$ cat config.mk
export PLATFORM = sky130hd
export DESIGN_NAME = irq_arb_top
export DESIGN_NICKNAME = d
export VERILOG_FILES = /design/src/rtl/irq_arb_pkg.sv /design/src/rtl/irq_arb_datapath.sv /design/src/rtl/irq_arb_control.sv /design/src/rtl/irq_arb_top.sv
export SDC_FILE = /design/constraint.sdc
export NUM_CORES = 1
export LEC_CHECK = 0
export BUFFER_PORTS_ARGS = -buffer_cell sky130_fd_sc_hd__buf_2
export CORE_MARGIN = 5
export CORE_UTILIZATION = 48
export CTS_CLUSTER_DIAMETER = 60
export DETAILED_ROUTE_END_ITERATION = 10
export PLACE_DENSITY = 0.77
export SLEW_MARGIN = 40
export SYNTH_ARGS = -nofsm -noshare
export SYNTH_HDL_FRONTEND = slang
export SYNTH_SLANG_ARGS = --single-unit
$ cat constraint.sdc
create_clock -name clk -period 5.2 [get_ports clk]
set_clock_uncertainty 0.15 [all_clocks]
set_input_delay 0.26 -clock clk [delete_from_list [all_inputs] [get_ports clk]]
set_output_delay 0.26 -clock clk [all_outputs]
set_load 0.03 [all_outputs]
$ cat src/rtl/irq_arb_pkg.sv
package irq_arb_pkg;

  localparam int VEC_W = 3;

  localparam logic [VEC_W-1:0] VEC_RESET = 3'b111;
  localparam logic [VEC_W-1:0] VEC_NMI   = 3'b110;
  localparam logic [VEC_W-1:0] VEC_IRQ   = 3'b100;
  localparam logic [VEC_W-1:0] VEC_FIRQ  = 3'b011;

  typedef enum logic [1:0] {
    ST_RUN  = 2'd0,
    ST_SYNC = 2'd1,
    ST_RTI  = 2'd2
  } ctl_state_e;

  // strobes from control to datapath
  typedef struct packed {
    logic             loadVec;
    logic [VEC_W-1:0] vecCode;
    logic             setAck;
    logic             grabCc;
  } dp_strobe_t;

endpackage

$ cat src/rtl/irq_arb_datapath.sv
module irq_arb_datapath
  import irq_arb_pkg::*;
(
  input  logic             clk,
  input  logic             rst,
  input  logic             hold,
  input  logic             nmiIn,
  input  logic             spLoad,
  input  logic             spPullLo,
  input  logic             nmiDone,
  input  logic             poppedEntire,
  input  dp_strobe_t       strobe,
  output logic             nmiPend,
  output logic             ccEntire,
  output logic [VEC_W-1:0] vecSel,
  output logic             nmiAck
);

  logic nmiArmed;
  logic nmiReq;

  // arming: disarmed from reset until the stack pointer gets a value
  always_ff @(posedge clk) begin
    if (rst) begin
      nmiArmed <= 1'b0;
    end else if (!hold) begin
      if (spLoad || spPullLo) nmiArmed <= 1'b1;
    end
  end

  // request latch: set on high input when armed and not acknowledged,
  // cleared once the line is low with acknowledge still set
  always_ff @(posedge clk) begin
    if (rst) begin
      nmiReq <= 1'b0;
    end else if (!hold) begin
      if (nmiIn && !nmiAck && nmiArmed)
        nmiReq <= 1'b1;
      else if (!nmiIn && nmiAck)
        nmiReq <= 1'b0;
    end
  end

  // acknowledge: set when taken, released by the sequencer
  always_ff @(posedge clk) begin
    if (rst) begin
      nmiAck <= 1'b0;
    end else if (!hold) begin
      if (strobe.setAck)
        nmiAck <= 1'b1;
      else if (nmiDone)
        nmiAck <= 1'b0;
    end
  end

  // vector select and popped entire-state flag
  always_ff @(posedge clk) begin
    if (rst) begin
      vecSel   <= VEC_RESET;
      ccEntire <= 1'b0;
    end else if (!hold) begin
      if (strobe.loadVec) vecSel   <= strobe.vecCode;
      if (strobe.grabCc)  ccEntire <= poppedEntire;
    end
  end

  assign nmiPend = nmiReq && !nmiAck;

  a_r2_disarmed_no_latch: assert property (@(posedge clk) disable iff (rst)
    (!hold && !nmiArmed && !nmiReq) |=> !nmiReq)
    else $error("R2: request latched while disarmed");

  a_r3_req_kept_while_high: assert property (@(posedge clk) disable iff (rst)
    (!hold && nmiReq && nmiIn) |=> nmiReq)
    else $error("R3: request dropped while input high");

  a_r4_ack_kept: assert property (@(posedge clk) disable iff (rst)
    (!hold && nmiAck && !nmiDone) |=> nmiAck)
    else $error("R4: acknowledge dropped without release");

  a_r11_hold_freezes_vec: assert property (@(posedge clk) disable iff (rst)
    hold |=> $stable(vecSel))
    else $error("R11: vector changed during hold");

endmodule

$ cat src/rtl/irq_arb_control.sv
module irq_arb_control
  import irq_arb_pkg::*;
(
  input  logic       clk,
  input  logic       rst,
  input  logic       hold,
  input  logic       entryCheck,
  input  logic       syncReq,
  input  logic       rtiPop,
  input  logic       irqIn,
  input  logic       firqIn,
  input  logic       maskIrq,
  input  logic       maskFirq,
  input  logic       nmiPend,
  input  logic       ccEntire,
  output dp_strobe_t strobe,
  output logic       takeInt,
  output logic       resumeNext,
  output logic       spuriousRti,
  output logic       rtiFull,
  output logic       rtiPartial,
  output logic       syncWait
);

  ctl_state_e state, stateNxt;
  logic takeNxt, resumeNxt, spurNxt, fullNxt, partNxt;

  always_comb begin
    stateNxt       = state;
    strobe         = '0;
    strobe.vecCode = VEC_RESET;
    takeNxt        = 1'b0;
    resumeNxt      = 1'b0;
    spurNxt        = 1'b0;
    fullNxt        = 1'b0;
    partNxt        = 1'b0;
    case (state)
      ST_RUN: begin
        if (entryCheck) begin
          if (nmiPend) begin
            strobe.loadVec = 1'b1;
            strobe.vecCode = VEC_NMI;
            strobe.setAck  = 1'b1;
            takeNxt        = 1'b1;
          end else if (irqIn && !maskIrq) begin
            strobe.loadVec = 1'b1;
            strobe.vecCode = VEC_IRQ;
            takeNxt        = 1'b1;
          end else if (firqIn && !maskFirq) begin
            strobe.loadVec = 1'b1;
            strobe.vecCode = VEC_FIRQ;
            takeNxt        = 1'b1;
          end else begin
            spurNxt = 1'b1;
          end
        end else if (syncReq) begin
          stateNxt = ST_SYNC;
        end else if (rtiPop) begin
          strobe.grabCc = 1'b1;
          stateNxt      = ST_RTI;
        end
      end
      ST_SYNC: begin
        if (nmiPend) begin
          strobe.loadVec = 1'b1;
          strobe.vecCode = VEC_NMI;
          strobe.setAck  = 1'b1;
          takeNxt        = 1'b1;
          stateNxt       = ST_RUN;
        end else if (irqIn) begin
          strobe.loadVec = 1'b1;
          strobe.vecCode = VEC_IRQ;
          takeNxt        = !maskIrq;
          resumeNxt      = maskIrq;
          stateNxt       = ST_RUN;
        end else if (firqIn) begin
          strobe.loadVec = 1'b1;
          strobe.vecCode = VEC_FIRQ;
          takeNxt        = !maskFirq;
          resumeNxt      = maskFirq;
          stateNxt       = ST_RUN;
        end
      end
      ST_RTI: begin
        fullNxt  = ccEntire;
        partNxt  = !ccEntire;
        stateNxt = ST_RUN;
      end
      default: stateNxt = ST_RUN;
    endcase
    if (hold) begin
      strobe = '0;
      strobe.vecCode = VEC_RESET;
    end
  end

  always_ff @(posedge clk) begin
    if (rst) begin
      state       <= ST_RUN;
      takeInt     <= 1'b0;
      resumeNext  <= 1'b0;
      spuriousRti <= 1'b0;
      rtiFull     <= 1'b0;
      rtiPartial  <= 1'b0;
    end else if (!hold) begin
      state       <= stateNxt;
      takeInt     <= takeNxt;
      resumeNext  <= resumeNxt;
      spuriousRti <= spurNxt;
      rtiFull     <= fullNxt;
      rtiPartial  <= partNxt;
    end
  end

  assign syncWait = (state == ST_SYNC);

  a_r7_wait_persists: assert property (@(posedge clk) disable iff (rst)
    (!hold && syncWait && !nmiPend && !irqIn && !firqIn) |=> (syncWait && !takeInt && !resumeNext))
    else $error("R7: wait left without a cause");

  a_r9_masked_resumes: assert property (@(posedge clk) disable iff (rst)
    (!hold && syncWait && !nmiPend && irqIn && maskIrq) |=> (resumeNext && !takeInt))
    else $error("R9: masked line in wait did not resume");

  a_r10_rti_exclusive: assert property (@(posedge clk) disable iff (rst)
    !(rtiFull && rtiPartial))
    else $error("R10: both restore pulses high");

endmodule

$ cat src/rtl/irq_arb_top.sv
module irq_arb_top
  import irq_arb_pkg::*;
(
  input  logic             clk,
  input  logic             rst,
  input  logic             hold,
  input  logic             nmiIn,
  input  logic             irqIn,
  input  logic             firqIn,
  input  logic             maskIrq,
  input  logic             maskFirq,
  input  logic             spLoad,
  input  logic             spPullLo,
  input  logic             entryCheck,
  input  logic             syncReq,
  input  logic             rtiPop,
  input  logic             poppedEntire,
  input  logic             nmiDone,
  output logic [VEC_W-1:0] vecSel,
  output logic             takeInt,
  output logic             resumeNext,
  output logic             spuriousRti,
  output logic             rtiFull,
  output logic             rtiPartial,
  output logic             nmiAck,
  output logic             syncWait
);

  dp_strobe_t strobe;
  logic nmiPend;
  logic ccEntire;

  irq_arb_datapath u_dp (
    .clk          (clk),
    .rst          (rst),
    .hold         (hold),
    .nmiIn        (nmiIn),
    .spLoad       (spLoad),
    .spPullLo     (spPullLo),
    .nmiDone      (nmiDone),
    .poppedEntire (poppedEntire),
    .strobe       (strobe),
    .nmiPend      (nmiPend),
    .ccEntire     (ccEntire),
    .vecSel       (vecSel),
    .nmiAck       (nmiAck)
  );

  irq_arb_control u_ctl (
    .clk         (clk),
    .rst         (rst),
    .hold        (hold),
    .entryCheck  (entryCheck),
    .syncReq     (syncReq),
    .rtiPop      (rtiPop),
    .irqIn       (irqIn),
    .firqIn      (firqIn),
    .maskIrq     (maskIrq),
    .maskFirq    (maskFirq),
    .nmiPend     (nmiPend),
    .ccEntire    (ccEntire),
    .strobe      (strobe),
    .takeInt     (takeInt),
    .resumeNext  (resumeNext),
    .spuriousRti (spuriousRti),
    .rtiFull     (rtiFull),
    .rtiPartial  (rtiPartial),
    .syncWait    (syncWait)
  );

  a_r6_single_decision: assert property (@(posedge clk) disable iff (rst)
    $onehot0({takeInt, resumeNext, spuriousRti, rtiFull, rtiPartial}))
    else $error("R6: more than one decision pulse");

  a_r5_take_has_vector: assert property (@(posedge clk) disable iff (rst)
    takeInt |-> (vecSel != VEC_RESET))
    else $error("R5: interrupt taken with reset vector");

endmodule

==> results of run 1 <==
## power groups by stage
stage	Clock [mW]	Sequential (mW)	Combinational, mW
after floorplan	0	0.121	0.0294
after global placement	0	0.118	0.0459
after detailed placement	0	0.118	0.0469
after CTS	0.0812	0.116	0.0473
after global routing	0.0859	0.117	0.0517
final	0.0791	0.116	0.0470
## synthesized netlist by cell type
master,instances,area share (%)
a31oi_1,3,2.6
clkbuf_1,2,1.0
and2b_1,2,2.0
a311oi_1,1,1.2
and4_1,1,1.2
nor3_1,2,1.4
or2_2,3,2.6
a32oi_4,1,3.7
a32oi_1,1,1.2
nor2_1,16,8.2
and2_1,1,0.85
inv_1,3,1.5
nor3b_1,1,1.0
nand3_1,1,0.68
o21a_1,1,1.0
nor4b_1,2,2.4
nor2b_1,1,0.85
o2111ai_1,2,2.4
nand4_1,1,0.85
a22oi_1,1,1.0
nor2b_4,1,1.9
buf_2,1,0.68
or3_4,1,1.5
a21oi_1,4,2.7
dfxtp_1,14,38
a211oi_1,1,1.0
nand2_1,7,3.6
a2bb2oi_1,1,1.2
buf_4,1,1.0
o21ai_0,3,2.0
nand2b_1,2,1.7
mux2_4,2,4.1
mux2i_1,2,2.7
## worst register-to-register path: cells and delay by family, from the launching register on
kind | cells | cell delay (ns)
simple gates | 2 | 0.49
flops | 1 | 0.41
mux | 1 | 0.32
compound gates | 1 | 0.26
## routing by layer
layer	share of wire, %	vias to the layer above
met4	0.48	0
met3	6.8	2
met5	0	-
met2	45	23
li1	-	355
met1	47	306
## cell families after synthesis
logic type | synth area share, %
mux | 6.81
simple gates | 30.7
compound gates | 20.1
flops | 38.2
buf+inv | 4.26
## cell type report
type	instances	area share, %
Inverter	3	1.26
Timing Repair Buffer	24	13.5
Tap cell	16	2.25
Multi-Input combinational cell	65	47.5
Clock buffer	4	4.07
Sequential cell	14	31.5
## state kept, by name (all words and copies together) (netlist names)
register,cells
u_dp.ccEntire,1
u_ctl.rtiFull,1
u_dp.nmiArmed,1
u_ctl.resumeNext,1
u_ctl.takeInt,1
u_ctl.rtiPartial,1
u_dp.vecSel,3
u_ctl.spuriousRti,1
u_dp.nmiAck,1
u_ctl.state,2
u_dp.nmiReq,1
## final timing paths
kind	startpoint	endpoint	slack (ns)	cells past startpoint
worst max register to register	u_dp.nmiAck	u_dp.vecSel[2]	3.48	4
worst min register to register	u_ctl.resumeNext	u_ctl.resumeNext	0.32	2
worst max-delay path	u_ctl.state[0]	syncWait	3.44	3
worst min-delay path	nmiDone	u_dp.nmiAck	0.04	2
## stage by stage
stage               cells  total power, mW
detailed placement    122            0.165
finish                126            0.242
floorplan              86            0.151
global placement      122            0.164
global route          126            0.254
CTS                   126            0.244
==> flow_summary.toml, run 1 <==
[grt]
grt.total_usage_pct = 14.5
grt_busiest_layer = "met2"
grt_pass1_vias = 650
grt_util_met2_pct = 22.5
grt_overflow = 0
grtUsageMet1_pct = 18.7
grt_pass1_wl_um = 2820
met3_usage_pct = 3.67
antenna_found_initial = 0
grt_max_degree = 17

[yosys]
ys_ff_latch = 14
synth_cells = 86
synth.distinct_cells = 33
syn_area_per_cell_um2 = 8.54
ys_seq_area_share_pct = 38.2
ys.warnings.count = 0
syn_nets = 101
syn_area_um2 = 734

[power]
power.leakage_nw = 0.399
sw_frac_of_total_pct = 27.9
p_seq_share_pct = 47.9
power.internal_uw = 174
pwr-share-comb_pct = 19.4
powerDensity_nw_per_um2 = 272
vdd_drop_max_mv = 0.151
switching_power_uw = 67.6
clkPwrFrac_pct = 32.7

[placement]
portBuffers = 24
place_worst_setup_slack_ns = 3.43
dp_hpwl_um = 1260
place_area_um2 = 855
gp_congestion = 0.879

[setup_path]
worst-path-buf-inv = 2
critPathLaunchType = "flip-flop"
path_max_fanout = 9
critPathSlowestCell = "dfxtp_1"
cp_data_arrival_time_ns = 1.35
crit_path_end_kind = "output port"
crit_family = "flip-flops"
cpPeakStageDelay_ns = 0.52
worstSetupPathType = "reg2out"
cp_cell_sequence = "inv_1 > nor2_1 > buf_2"
worstPathRequired_ns = 4.79

[cells_and_area]
fillCellCount = 135
fin_nets = 126
final_area_um2 = 891
final_common_cell = "buf_2"
final_util_pct = 60.5
drive_gt1_share_pct = 32.7
area.sequential_um2 = 280
area_growth_pct = 21.3
multi_input_area_um2 = 423
layout_common_cells = "buf_2 (24), nor2_1 (16), dfxtp_1 (14)"
n_antenna_cell = 0

[floorplan]
rows = 14
die_y_um = 49.1
core_um2 = 1470
start_util_pct = 49.9
die_x_um = 49.1
io_pins = 25
dieArea_um2 = 2410

[timing]
finalSetupViolations = 0
fin_crit_ns = 1.76
slew_headroom_pct = 74.1
setup_slack_ns = 3.44
finalCritPeriodShare_pct = 33.8
setup_tns_ns = 0
max_freq_ghz = 0.569
timing.hold.ws_ns = 0.0378
slew_violations = 0
hold_viol_final = 0
tightest_slew_ns = 0.387
rsz0062_at_grt = "false"

[drt]
drtPass1Iterations = 6
drc = 0
antenna_left = 0
wirelength_um = 1670
dr.first_iter.drc_count = 9
wire_per_inst_um = 13.2
vias_per_cell = 5.44
vias = 686

[clock_tree]
cts_setup_buffers = 0
cts_tree = "yes"
clk_latency_ns = 0.28
cts_root_buf = "clkbuf_4"
h-tree-depth = 1
ctsHoldBuffers = 0
clk_pin_slew_ns = 0.09
cts_resized = 0
cts.sinks = 14
ctsLongestPathBuffers = 2
cts_buffers = 3

[run]
cap_viol_max_count = 0

[outcome]
status = "finished, final reports clean"

[worst_hold_path]
worstHoldPathType = "in2reg"
Power figures use the tool's default switching activity.
==> run 2: changes to the inputs <==
--- a/config.mk
+++ b/config.mk
@@ -5,12 +5,13 @@
 export SDC_FILE = /design/constraint.sdc
 export NUM_CORES = 1
 export LEC_CHECK = 0
+export ABC_AREA = 1
 export BUFFER_PORTS_ARGS = -buffer_cell sky130_fd_sc_hd__buf_2
 export CORE_MARGIN = 5
 export CORE_UTILIZATION = 48
 export CTS_CLUSTER_DIAMETER = 60
 export DETAILED_ROUTE_END_ITERATION = 10
-export PLACE_DENSITY = 0.77
+export PLACE_DENSITY = 0.76
 export SLEW_MARGIN = 40
 export SYNTH_ARGS = -nofsm -noshare
 export SYNTH_HDL_FRONTEND = slang
==> constraint.sdc (replaced) <==
create_clock -name clk -period 1.82 [get_ports clk]
set_clock_uncertainty 0.15 [all_clocks]
set_input_delay 0.091 -clock clk [delete_from_list [all_inputs] [get_ports clk]]
set_output_delay 0.091 -clock clk [all_outputs]
set_load 0.03 [all_outputs]
==> run 2 against run 1 <==
Net effect:
- the run now ends with negative hold slack left
- sequential share of layout area shrank 3.5 points
- worst hold slack got worse by 0.038 ns
- via count is 25% higher
- clock power is 130% higher
- final cell count grew 33%
- clock-buffer cell count decreased by 1
- utilization grew 6.0 points
- flip-flop and latch count unchanged
- die area is 2.4% higher
- synthesized cell count grew 35%
- cell area up 12%
- critical path type is now reg2reg
- critical endpoint is now u_dp.nmiReq
- largest power group unchanged
==> flow_summary.toml, run 2 <==
[outcome]
status = "complete, but fails checks"
violations = "negative hold slack"

[floorplan]
core_um2 = 1510
die_y_um = 49.7
die_x_um = 49.7
io_pins = 25
dieArea_um2 = 2470
rows = 14
start_util_pct = 50.2

[clock_tree]
cts.sinks = 14
clk_pin_slew_ns = 0.08
cts_resized = 0
ctsLongestPathBuffers = 2
h-tree-depth = 1
cts_tree = "yes"
clk_latency_ns = 0.29
cts_root_buf = "clkbuf_4"
cts_buffers = 3

[setup_path]
cp-startpoint = "u_dp.nmiAck"
path_max_fanout = 4
critPathLaunchType = "flip-flop"
r2r_end = "u_dp.nmiReq"
crit_path_end_kind = "flip-flop"
regToRegSetupSlack_ns = 0.26
crit_path_end = "u_dp.nmiReq"
r2r-start = "u_dp.nmiAck"
worstPathRequired_ns = 1.85
worstSetupPathType = "reg2reg"
cp_data_arrival_time_ns = 1.59
r2r_cells = 4

[power]
pwr-share-comb_pct = 28.8
vdd_drop_max_mv = 0.392
p_seq_share_pct = 46.7
power.internal_uw = 482
switching_power_uw = 257
sw_frac_of_total_pct = 34.8
powerDensity_nw_per_um2 = 737
clkPwrFrac_pct = 24.5
power.leakage_nw = 0.519

[timing]
timing.hold.ws_ns = -0.000117
fin_crit_ns = 1.56
hold_viol_final = 1
rsz0062_at_grt = "false"
finalCritPeriodShare_pct = 85.6
max_freq_ghz = 0.642
slew_violations = 0
finalSetupViolations = 0
setup_tns_ns = 0
tightest_slew_ns = 0.315
slew_headroom_pct = 79.0

[yosys]
synth_cells = 116
syn_nets = 131
syn_area_um2 = 757
synthTopCellsByCount = "nand2_1 (33), dfxtp_1 (14), nor2_1 (14)"
syn_area_per_cell_um2 = 6.53
ys_seq_area_share_pct = 37.0
synth_flop_cell = "dfxtp_1"
synth_top_area_cell = "dfxtp_1"
ys_ff_latch = 14
yosysTopAreaCellShare_pct = 37.0
synth_area_leaders = "dfxtp_1 (37%), nand2_1 (16%), nand3_1 (7.3%), nor2_1 (6.9%), inv_1 (6.4%)"
ys.warnings.count = 0
synth_edf_count = 0
yosysMostFrequentCell = "nand2_1"
synth.distinct_cells = 17
synthArstFlopShare_pct = 0

[drt]
antenna_left = 0
wirelength_um = 1840
wire_per_inst_um = 11.0
dr.first_iter.drc_count = 21
drtPass1Iterations = 5
vias_per_cell = 5.13
drc = 0
vias = 857

[cells_and_area]
largest_register_ffs = 3
n_antenna_cell = 0
final_common_cell = "nand2_1"
top_regs = "u_dp.vecSel (3), u_ctl.state (2)"
area_growth_pct = 32.4
largest-register = "u_dp.vecSel"
fillCellCount = 123
drive_gt1_share_pct = 24.5
fin_nets = 168
layout_common_cells = "nand2_1 (33), buf_2 (24), nor2_1 (14), dfxtp_1 (14), inv_1 (13)"
final_cells = 167

[grt]
antenna_found_initial = 0
grt_pass1_wl_um = 3060
grt_pass1_vias = 756
grt_overflow = 0
grt.total_usage_pct = 15.7
grt_max_degree = 10

[placement]
portBuffers = 24
dp_hpwl_um = 1400
gp_congestion = 0.941
place_inst = 156

[worst_hold_path]
worstHoldPathType = "in2reg"

[run]
cap_viol_max_count = 0
## run 2: cell count changes in the layout (fill, tap and decap cells not counted), moves of 3 or more
cell | before | now
nor2_4 | 0 | 3
nand4_1 | 1 | 5
a31oi_1 | 3 | 0
dlygate4sd3_1 | 0 | 8
inv_1 | 3 | 13
or2_2 | 3 | 0
nand3_1 | 1 | 11
a21oi_1 | 4 | 8
nand2_1 | 7 | 33
## run 2: cell type report
| class | count | area [um^2] | share of cell area, % |
|---|---|---|---|
| repair buffers | 33 | 208 | 20.7 |
| inverters | 15 | 56.3 | 5.62 |
| well taps | 16 | 20.0 | 2.00 |
| clock buffers | 3 | 22.5 | 2.25 |
| multi-input cells | 86 | 415 | 41.4 |
| flip-flops and latches | 14 | 280 | 28.0 |
## run 2: per-stage QoR
step / hold WS [ns] / setup WS, ns / power [mW] / utilization (%) / area, um^2
after floorplan: 0.0101 / 0.375 / 0.491 / - / 757
after global placement: 0.181 / 0.508 / 0.546 / 59.7 / 900
after detailed placement: 0.181 / 0.477 / 0.550 / 59.7 / 900
after CTS: 0.00951 / 0.282 / 0.739 / 66.5 / 1000
after global routing: 0.0459 / 0.182 / 0.784 / 66.5 / 1000
final: -0.000117 / 0.262 / 0.739 / 66.5 / 1000
## run 2: what timing repair did
action,in CTS,in global routing
hold buffers,8,0
setup buffers,0,0
endpoints found under the hold margin,7,0
## run 2: critical path: stages (launching register included)
cell           delay [ns]
dfxtp_1              0.35
inv_1                0.09
o31ai_1              0.21
a21oi_1              0.09
dlygate4sd3_1        0.56
## run 2: metal layers
metal | track usage [%] | up-vias | routed length [um]
met5 | 0 | - | 0
met4 | 8.73 | 0 | 46
met3 | 4.82 | 9 | 106
met2 | 25.0 | 28 | 869
met1 | 18.4 | 376 | 813
li1 | - | 444 | -
## run 2: worst min-delay path by stage
stage	cells past startpoint	from	endpoint
after CTS	4	rtiPop	u_dp.ccEntire
final	4	rtiPop	u_dp.ccEntire
after detailed placement	2	rst	u_dp.nmiReq
after global routing	5	maskIrq	u_dp.vecSel[1]
after global placement	3	poppedEntire	u_dp.ccEntire
after floorplan	1	rst	u_ctl.resumeNext
## run 2: power groups by stage
stage | registers (mW) | clock network (mW) | logic, mW
after floorplan | 0.375 | 0 | 0.116
after global placement | 0.351 | 0 | 0.195
after detailed placement | 0.352 | 0 | 0.198
after CTS | 0.345 | 0.182 | 0.212
after global routing | 0.349 | 0.200 | 0.236
final | 0.345 | 0.181 | 0.213
## run 2: logic make-up (layout without fill, tap and decap cells)
| family | count (synthesis) | in the layout | share of synthesized area (%) |
|---|---|---|---|
| buffers and inverters | 16 | 51 | 8.10 |
| DFF | 14 | 14 | 37.0 |
| AOI/OAI and AO/OA | 14 | 14 | 9.59 |
| and+or+nand+nor | 72 | 72 | 45.3 |
